===== config.mk =====
export PLATFORM = sky130hd
export DESIGN_NAME = ctag_dir
export DESIGN_NICKNAME = d
export VERILOG_FILES = /design/src/rtl/ctag_pkg.sv /design/src/rtl/ctag_match.sv /design/src/rtl/ctag_plru.sv /design/src/rtl/ctag_dir.sv
export SDC_FILE = /design/constraint.sdc
export NUM_CORES = 1
export LEC_CHECK = 0
export BUFFER_PORTS_ARGS = -buffer_cell sky130_fd_sc_hd__clkbuf_2
export CORE_UTILIZATION = 50
export CTS_CLUSTER_DIAMETER = 120
export DETAILED_ROUTE_END_ITERATION = 6
export GPL_TIMING_DRIVEN = 1
export PLACE_DENSITY = 0.66
export SYNTH_ARGS = -nofsm -noshare
export SYNTH_HDL_FRONTEND = slang
export SYNTH_HIERARCHICAL = 1
export SYNTH_SLANG_ARGS = --single-unit

===== constraint.sdc =====
create_clock -name clk -period 4.5 [get_ports clk]
set_input_delay 0.225 -clock clk [delete_from_list [all_inputs] [get_ports clk]]
set_output_delay 0.225 -clock clk [all_outputs]
set_load 0.05 [all_outputs]

===== src/rtl/ctag_pkg.sv =====
package ctag_pkg;

    typedef enum logic [3:0] {
        OP_NOP        = 4'd0,
        OP_ACCESS     = 4'd1,
        OP_PRESENT    = 4'd2,
        OP_AVAIL      = 4'd3,
        OP_ALLOC      = 4'd4,
        OP_DEALLOC    = 4'd5,
        OP_PROBE      = 4'd6,
        OP_TOUCH      = 4'd7,
        OP_LOCK_SET   = 4'd8,
        OP_LOCK_CLR   = 4'd9,
        OP_LOCK_TEST  = 4'd10,
        OP_LOOKUP_RAW = 4'd11,
        OP_PERM_WR    = 4'd12
    } op_e;

    typedef enum logic [1:0] {
        PERM_NONE = 2'd0,
        PERM_INV  = 2'd1,
        PERM_RO   = 2'd2,
        PERM_RW   = 2'd3
    } perm_e;

    typedef enum logic [1:0] {
        RT_LOAD  = 2'd0,
        RT_FETCH = 2'd1,
        RT_STORE = 2'd2
    } rtype_e;

endpackage


===== src/rtl/ctag_match.sv =====
module ctag_match #(
    parameter int WAYS   = 4,
    parameter int ADDR_W = 12,
    localparam int WB    = $clog2(WAYS)
) (
    input  logic [WAYS-1:0]             valid_i,
    input  logic [WAYS-1:0][ADDR_W-1:0] tags_i,
    input  logic [WAYS-1:0][1:0]        perms_i,
    input  logic [ADDR_W-1:0]           addr_i,
    output logic                        any_raw_o,
    output logic                        any_pres_o,
    output logic                        any_free_o,
    output logic                        avail_o,
    output logic [WB-1:0]               raw_way_o,
    output logic [WB-1:0]               pres_way_o,
    output logic [WB-1:0]               free_way_o
);
    logic [WAYS-1:0] raw_v, pres_v, free_v;

    for (genvar w = 0; w < WAYS; w++) begin : g_way
        assign raw_v[w]  = valid_i[w] && (tags_i[w] == addr_i);
        assign pres_v[w] = raw_v[w] && (perms_i[w] != ctag_pkg::PERM_NONE);
        assign free_v[w] = !valid_i[w] || (perms_i[w] == ctag_pkg::PERM_NONE);
    end

    function automatic logic [WB-1:0] lowest(input logic [WAYS-1:0] v);
        logic [WB-1:0] r;
        r = '0;
        for (int i = WAYS - 1; i >= 0; i--) begin
            if (v[i]) r = WB'(i);
        end
        return r;
    endfunction

    assign any_raw_o  = |raw_v;
    assign any_pres_o = |pres_v;
    assign any_free_o = |free_v;
    assign avail_o    = |(raw_v | free_v);
    assign raw_way_o  = lowest(raw_v);
    assign pres_way_o = lowest(pres_v);
    assign free_way_o = lowest(free_v);
endmodule


===== src/rtl/ctag_plru.sv =====
module ctag_plru #(
    parameter int WAYS  = 4,
    localparam int WB   = $clog2(WAYS),
    localparam int NODES = WAYS - 1
) (
    input  logic [NODES-1:0] bits_i,
    input  logic [WB-1:0]    touch_way_i,
    output logic [NODES-1:0] bits_o,
    output logic [WB-1:0]    victim_o
);
    always_comb begin
        int n;
        bits_o = bits_i;
        n = 0;
        for (int l = 0; l < WB; l++) begin
            bits_o[n] = ~touch_way_i[WB-1-l];
            n = 2 * n + 1 + int'(touch_way_i[WB-1-l]);
        end
    end

    always_comb begin
        int m;
        victim_o = '0;
        m = 0;
        for (int l = 0; l < WB; l++) begin
            victim_o[WB-1-l] = bits_i[m];
            m = 2 * m + 1 + int'(bits_i[m]);
        end
    end
endmodule


===== src/rtl/ctag_dir.sv =====
module ctag_dir #(
    parameter int ADDR_W = 12,
    parameter int SETS   = 4,
    parameter int WAYS   = 4,
    parameter int IDX_LO = 4,
    parameter int CTX_W  = 4,
    localparam int SB    = $clog2(SETS),
    localparam int WB    = $clog2(WAYS),
    localparam int NODES = WAYS - 1
) (
    input  logic              clk,
    input  logic              rst_n,
    input  logic [3:0]        req_op,
    input  logic [ADDR_W-1:0] req_addr,
    input  logic [1:0]        req_type,
    input  logic [CTX_W-1:0]  req_ctx,
    input  logic [1:0]        req_perm,
    output logic              rsp_flag,
    output logic [WB-1:0]     rsp_way,
    output logic [ADDR_W-1:0] rsp_addr,
    output logic              rsp_err
);
    import ctag_pkg::*;

    localparam logic [CTX_W-1:0] UNLOCKED = '1;

    logic [SETS-1:0][WAYS-1:0]             valid_q;
    logic [SETS-1:0][WAYS-1:0][ADDR_W-1:0] tag_q;
    logic [SETS-1:0][WAYS-1:0][1:0]        perm_q;
    logic [SETS-1:0][WAYS-1:0][CTX_W-1:0]  lock_q;
    logic [SETS-1:0][NODES-1:0]            plru_q;

    op_e           op;
    logic [SB-1:0] set_idx;
    logic          any_raw, any_pres, any_free, avail;
    logic [WB-1:0] raw_way, pres_way, free_way, victim, touch_way;
    logic [NODES-1:0] plru_next;
    logic          touch_en, grant;

    assign op      = op_e'(req_op);
    assign set_idx = req_addr[IDX_LO +: SB];

    ctag_match #(.WAYS(WAYS), .ADDR_W(ADDR_W)) u_match (
        .valid_i    (valid_q[set_idx]),
        .tags_i     (tag_q[set_idx]),
        .perms_i    (perm_q[set_idx]),
        .addr_i     (req_addr),
        .any_raw_o  (any_raw),
        .any_pres_o (any_pres),
        .any_free_o (any_free),
        .avail_o    (avail),
        .raw_way_o  (raw_way),
        .pres_way_o (pres_way),
        .free_way_o (free_way)
    );

    assign touch_way = (op == OP_ALLOC) ? free_way : pres_way;

    ctag_plru #(.WAYS(WAYS)) u_plru (
        .bits_i      (plru_q[set_idx]),
        .touch_way_i (touch_way),
        .bits_o      (plru_next),
        .victim_o    (victim)
    );

    always_comb begin
        unique case (perm_e'(perm_q[set_idx][pres_way]))
            PERM_RW: grant = any_pres;
            PERM_RO: grant = any_pres && (req_type != RT_STORE);
            default: grant = 1'b0;
        endcase
    end

    // output process
    always_comb begin
        rsp_flag = 1'b0;
        rsp_way  = '0;
        rsp_addr = '0;
        rsp_err  = 1'b0;
        touch_en = 1'b0;
        unique case (op)
            OP_ACCESS: begin
                rsp_flag = grant;
                rsp_way  = pres_way;
                touch_en = any_pres;
            end
            OP_PRESENT: begin
                rsp_flag = any_pres;
                rsp_way  = pres_way;
            end
            OP_AVAIL: rsp_flag = avail;
            OP_ALLOC: begin
                rsp_flag = any_free;
                rsp_way  = free_way;
                rsp_err  = !any_free;
                touch_en = any_free;
            end
            OP_DEALLOC: begin
                rsp_flag = any_pres;
                rsp_way  = pres_way;
            end
            OP_PROBE: begin
                rsp_flag = !avail;
                rsp_way  = victim;
                rsp_addr = tag_q[set_idx][victim];
            end
            OP_TOUCH: begin
                rsp_flag = any_pres;
                rsp_way  = pres_way;
                touch_en = any_pres;
            end
            OP_LOCK_SET, OP_LOCK_CLR: begin
                rsp_flag = any_pres;
                rsp_way  = pres_way;
                rsp_err  = !any_pres;
            end
            OP_LOCK_TEST: begin
                rsp_flag = any_pres && (lock_q[set_idx][pres_way] == req_ctx);
                rsp_way  = pres_way;
                rsp_err  = !any_pres;
            end
            OP_LOOKUP_RAW, OP_PERM_WR: begin
                rsp_flag = any_raw;
                rsp_way  = raw_way;
            end
            default: ;
        endcase
    end

    // state register process
    always_ff @(posedge clk) begin
        if (!rst_n) begin
            valid_q <= '0;
            tag_q   <= '0;
            perm_q  <= '0;
            lock_q  <= '1;
            plru_q  <= '0;
        end else begin
            if (touch_en) plru_q[set_idx] <= plru_next;
            unique case (op)
                OP_ALLOC: if (any_free) begin
                    valid_q[set_idx][free_way] <= 1'b1;
                    tag_q[set_idx][free_way]   <= req_addr;
                    perm_q[set_idx][free_way]  <= PERM_INV;
                    lock_q[set_idx][free_way]  <= UNLOCKED;
                end
                OP_DEALLOC: if (any_pres) valid_q[set_idx][pres_way] <= 1'b0;
                OP_LOCK_SET: if (any_pres) lock_q[set_idx][pres_way] <= req_ctx;
                OP_LOCK_CLR: if (any_pres) lock_q[set_idx][pres_way] <= UNLOCKED;
                OP_PERM_WR: if (any_raw) perm_q[set_idx][raw_way] <= req_perm;
                default: ;
            endcase
        end
    end
endmodule


==> qor.txt <==
Slowest stage cell on the critical path: mux4_1
Internal Power: 4.76 mW
Clock transition at path regs: 60 ps
Final Net Count: 1665
Status: complete, but fails checks
Synth Area in Adders: 0%
Net count after synthesis: 1606
Initial antenna violation count: 1
Async S/R FF share, synth: 0%
Endpoint class of the critical path: output port
Final setup viols: 1
WP data arrival: 4370 ps
Clk Latency, worst-skew pair: 530 ps
Total wire length: 43000 um
P per Cell Area: 356 nW/um^2
1st-pass router iterations: 5
Net Sw Frac: 23.1%
Mapped Cells: 1580
Initial Util: 51.0%
Sequential-to-total area share from yosys stat: 41.8%
Most used flip-flop cell after synthesis: dfxtp_1
Most frequent cells in the layout: dfxtp_1 (316), nand2_1 (263), nor2_1 (164)
FF+latch area: 6330 sq um
DP Wirelength: 29400 um
H-tree depth: 2
RSZ-0062 raised after global routing: true
Fmax: 218 MHz
Max-slew violations: 0
Avg Cell Area, Syn: 9.59 sq um
Yosys reg bits: 316
Clock buffer depth: 3
Multi-input logic area: 8100 sq um
Critical Path RT: 4280 ps
Crit share post-route: 102%
Synth Area in XOR/XNOR: 3.01%
Logic pwr share: 5.3%
Clk pwr share: 49.4%
WHS: 83.2 ps
Slew HR: 18.2%
Post-synthesis mux area share: 21.2%
Die area: 31000 sq um
Commonest non-fill, non-tap cell in the layout: dfxtp_1
Vias in the first global route: 12100
Antenna-violating nets left: 0
Top Ports: 42
Critical path peak fanout: 9
ANT cells: 0
Clock root cell: clkbuf_16
Num rows: 63
Port Buffer Count: 41
Total clock sinks: 316
Final hold vios: 0
Crit path largest cell delay: 550 ps
Complex-gate fraction of the synthesized area: 11.0%
Post-synthesis simple-gate area fraction: 18.2%
Leakage power: 6.71 nW
Tmin final: 4600 ps
Layout Utilization: 58.4%
Post-CTS Hold Buffers: 0
GR Util All Layers: 28.0%
CP startpoint kind: flop
Largest family of logic cells by synthesized area: multiplexers
Share of layout cells above drive strength 1: 20.2%
Post-synth EDFFs: 0
Final GP Congestion: 0.928
Crit Path Class: reg2out
Routed len/inst: 20.9 um
Worst-Margin Slew: 1230 ps
Global-route wire length before repair: 68300 um
TritonCTS buffer count: 36
Yosys warns: 6
DR vias: 12500
Initial drt markers: 1302
Max-capacitance violation count: 0
Crit-path cells: mux4_2 > xor2_1 > nor4_2 > and4_1 > a31oi_1 > buf_4 > nor2b_4 > buf_12 > mux4_1 > mux4_2 > xor2_1 > o41ai_4 > buf_12
CTS tree: yes
Vias per cell: 6.07
Gr ovfl total: 0
NetSw: 1.43 mW
Hold Path Class: in2reg
Clock skew: 22.5 ps
Cell variety after synth: 71
Violated checks: negative setup slack
Die width: 176 um
DRC viols: 0
Seq pwr share: 45.3%
Setup ws final: -95.0 ps
Maximum VDD drop: 248 uV
Largest net degree at the start of global routing: 148
Fillers: 2519
Core Area: 29700 sq um
Post-synthesis cell area: 15100 sq um
Area delta synth->final: 14.7%
Die span in y: 176 um
## stage by stage
stage	area [sq um]	power (mW)	instances	worst slack [ps]	TNS, ps
2_1_floorplan	15200	3.08	1580	210	0
3_3_place_gp	16100	3.19	1986	-134	-134
3_5_place_dp	16100	3.19	1986	-121	-121
4_1_cts	17400	6.22	2055	-118	-118
5_1_grt	17400	6.36	2057	-220	-220
6_report	17400	6.19	2057	-95.0	-95.0
## synth_stat cells (23+ instances only)
| master | count | area (sq um) |
|---|---|---|
| nand3_1 | 34 | 170 |
| a21oi_1 | 124 | 621 |
| o22ai_1 | 64 | 400 |
| nand4_1 | 23 | 144 |
| buf_2 | 42 | 210 |
| dfxtp_1 | 316 | 6330 |
| nand2_1 | 263 | 987 |
| xnor2_1 | 32 | 280 |
| clkbuf_1 | 62 | 233 |
| nor2_1 | 164 | 616 |
| o21ai_0 | 30 | 150 |
| mux2i_1 | 107 | 1070 |
| mux4_2 | 80 | 1800 |
## worst max-delay path: cells and delay by family, from the launching register on
family | cells | cell delay, ps
AO/OA/AOI/OAI | 2 | 380
AND/OR/NAND/NOR | 3 | 710
XOR/XNOR | 2 | 370
multiplexers | 3 | 1560
buffers and inverters | 3 | 510
flip-flops | 1 | 310
## power groups by stage
stage               combinational, mW  sequential [mW]  clock, mW
CTS                             0.324             2.80       3.09
global route                    0.346             2.80       3.21
floorplan                       0.211             2.87          0
detailed placement              0.323             2.87          0
global placement                0.320             2.87          0
finish                          0.327             2.80       3.06
## state kept, by name, summed over array words and instances, names as in the netlist
signal and flops:
tag_q 192, perm_q 32, valid_q 16, plru_q 12
lock_q 64
## layer usage
layer	vias up	share of wire (%)	GRT usage [%]
li1	5743	-	-
met1	6112	43	38.8
met2	539	46	43.8
met3	93	8.6	5.49
met4	2	2.9	9.28
met5	-	0.030	0
## what timing repair did
| action | CTS | global route |
|---|---|---|
| setup endpoints to repair | 1 | 1 |
| pin swaps | 3 | 4 |
| gates resized for setup | 3 | 1 |
| setup buffers | 3 | 2 |
## logic make-up after synthesis
logic type	count (synthesis)
DFF	316
muxes	202
buffers and inverters	144
AOI/OAI and AO/OA	275
xor gates and xnor gates	52
and+or+nand+nor	591
## final timing paths
path                from    endpoint  slack [ps]  cells past startpoint
min          req_addr[0]  tag_q[180]          80                      3
max reg2reg   tag_q[175]   lock_q[5]         740                     16
min reg2reg   tag_q[125]  tag_q[125]         450                      2
max           tag_q[175]    rsp_flag        -100                     13
## final cells by class
cell class	instances	area share, %
multi-input combinational	1120	46.7
clock buffer	49	5.94
clock inverter	17	1.19
sequential	316	36.4
inverter	11	0.267
timing repair buffer	154	6.73
tap	390	2.81
Power figures use the tool's default switching activity.
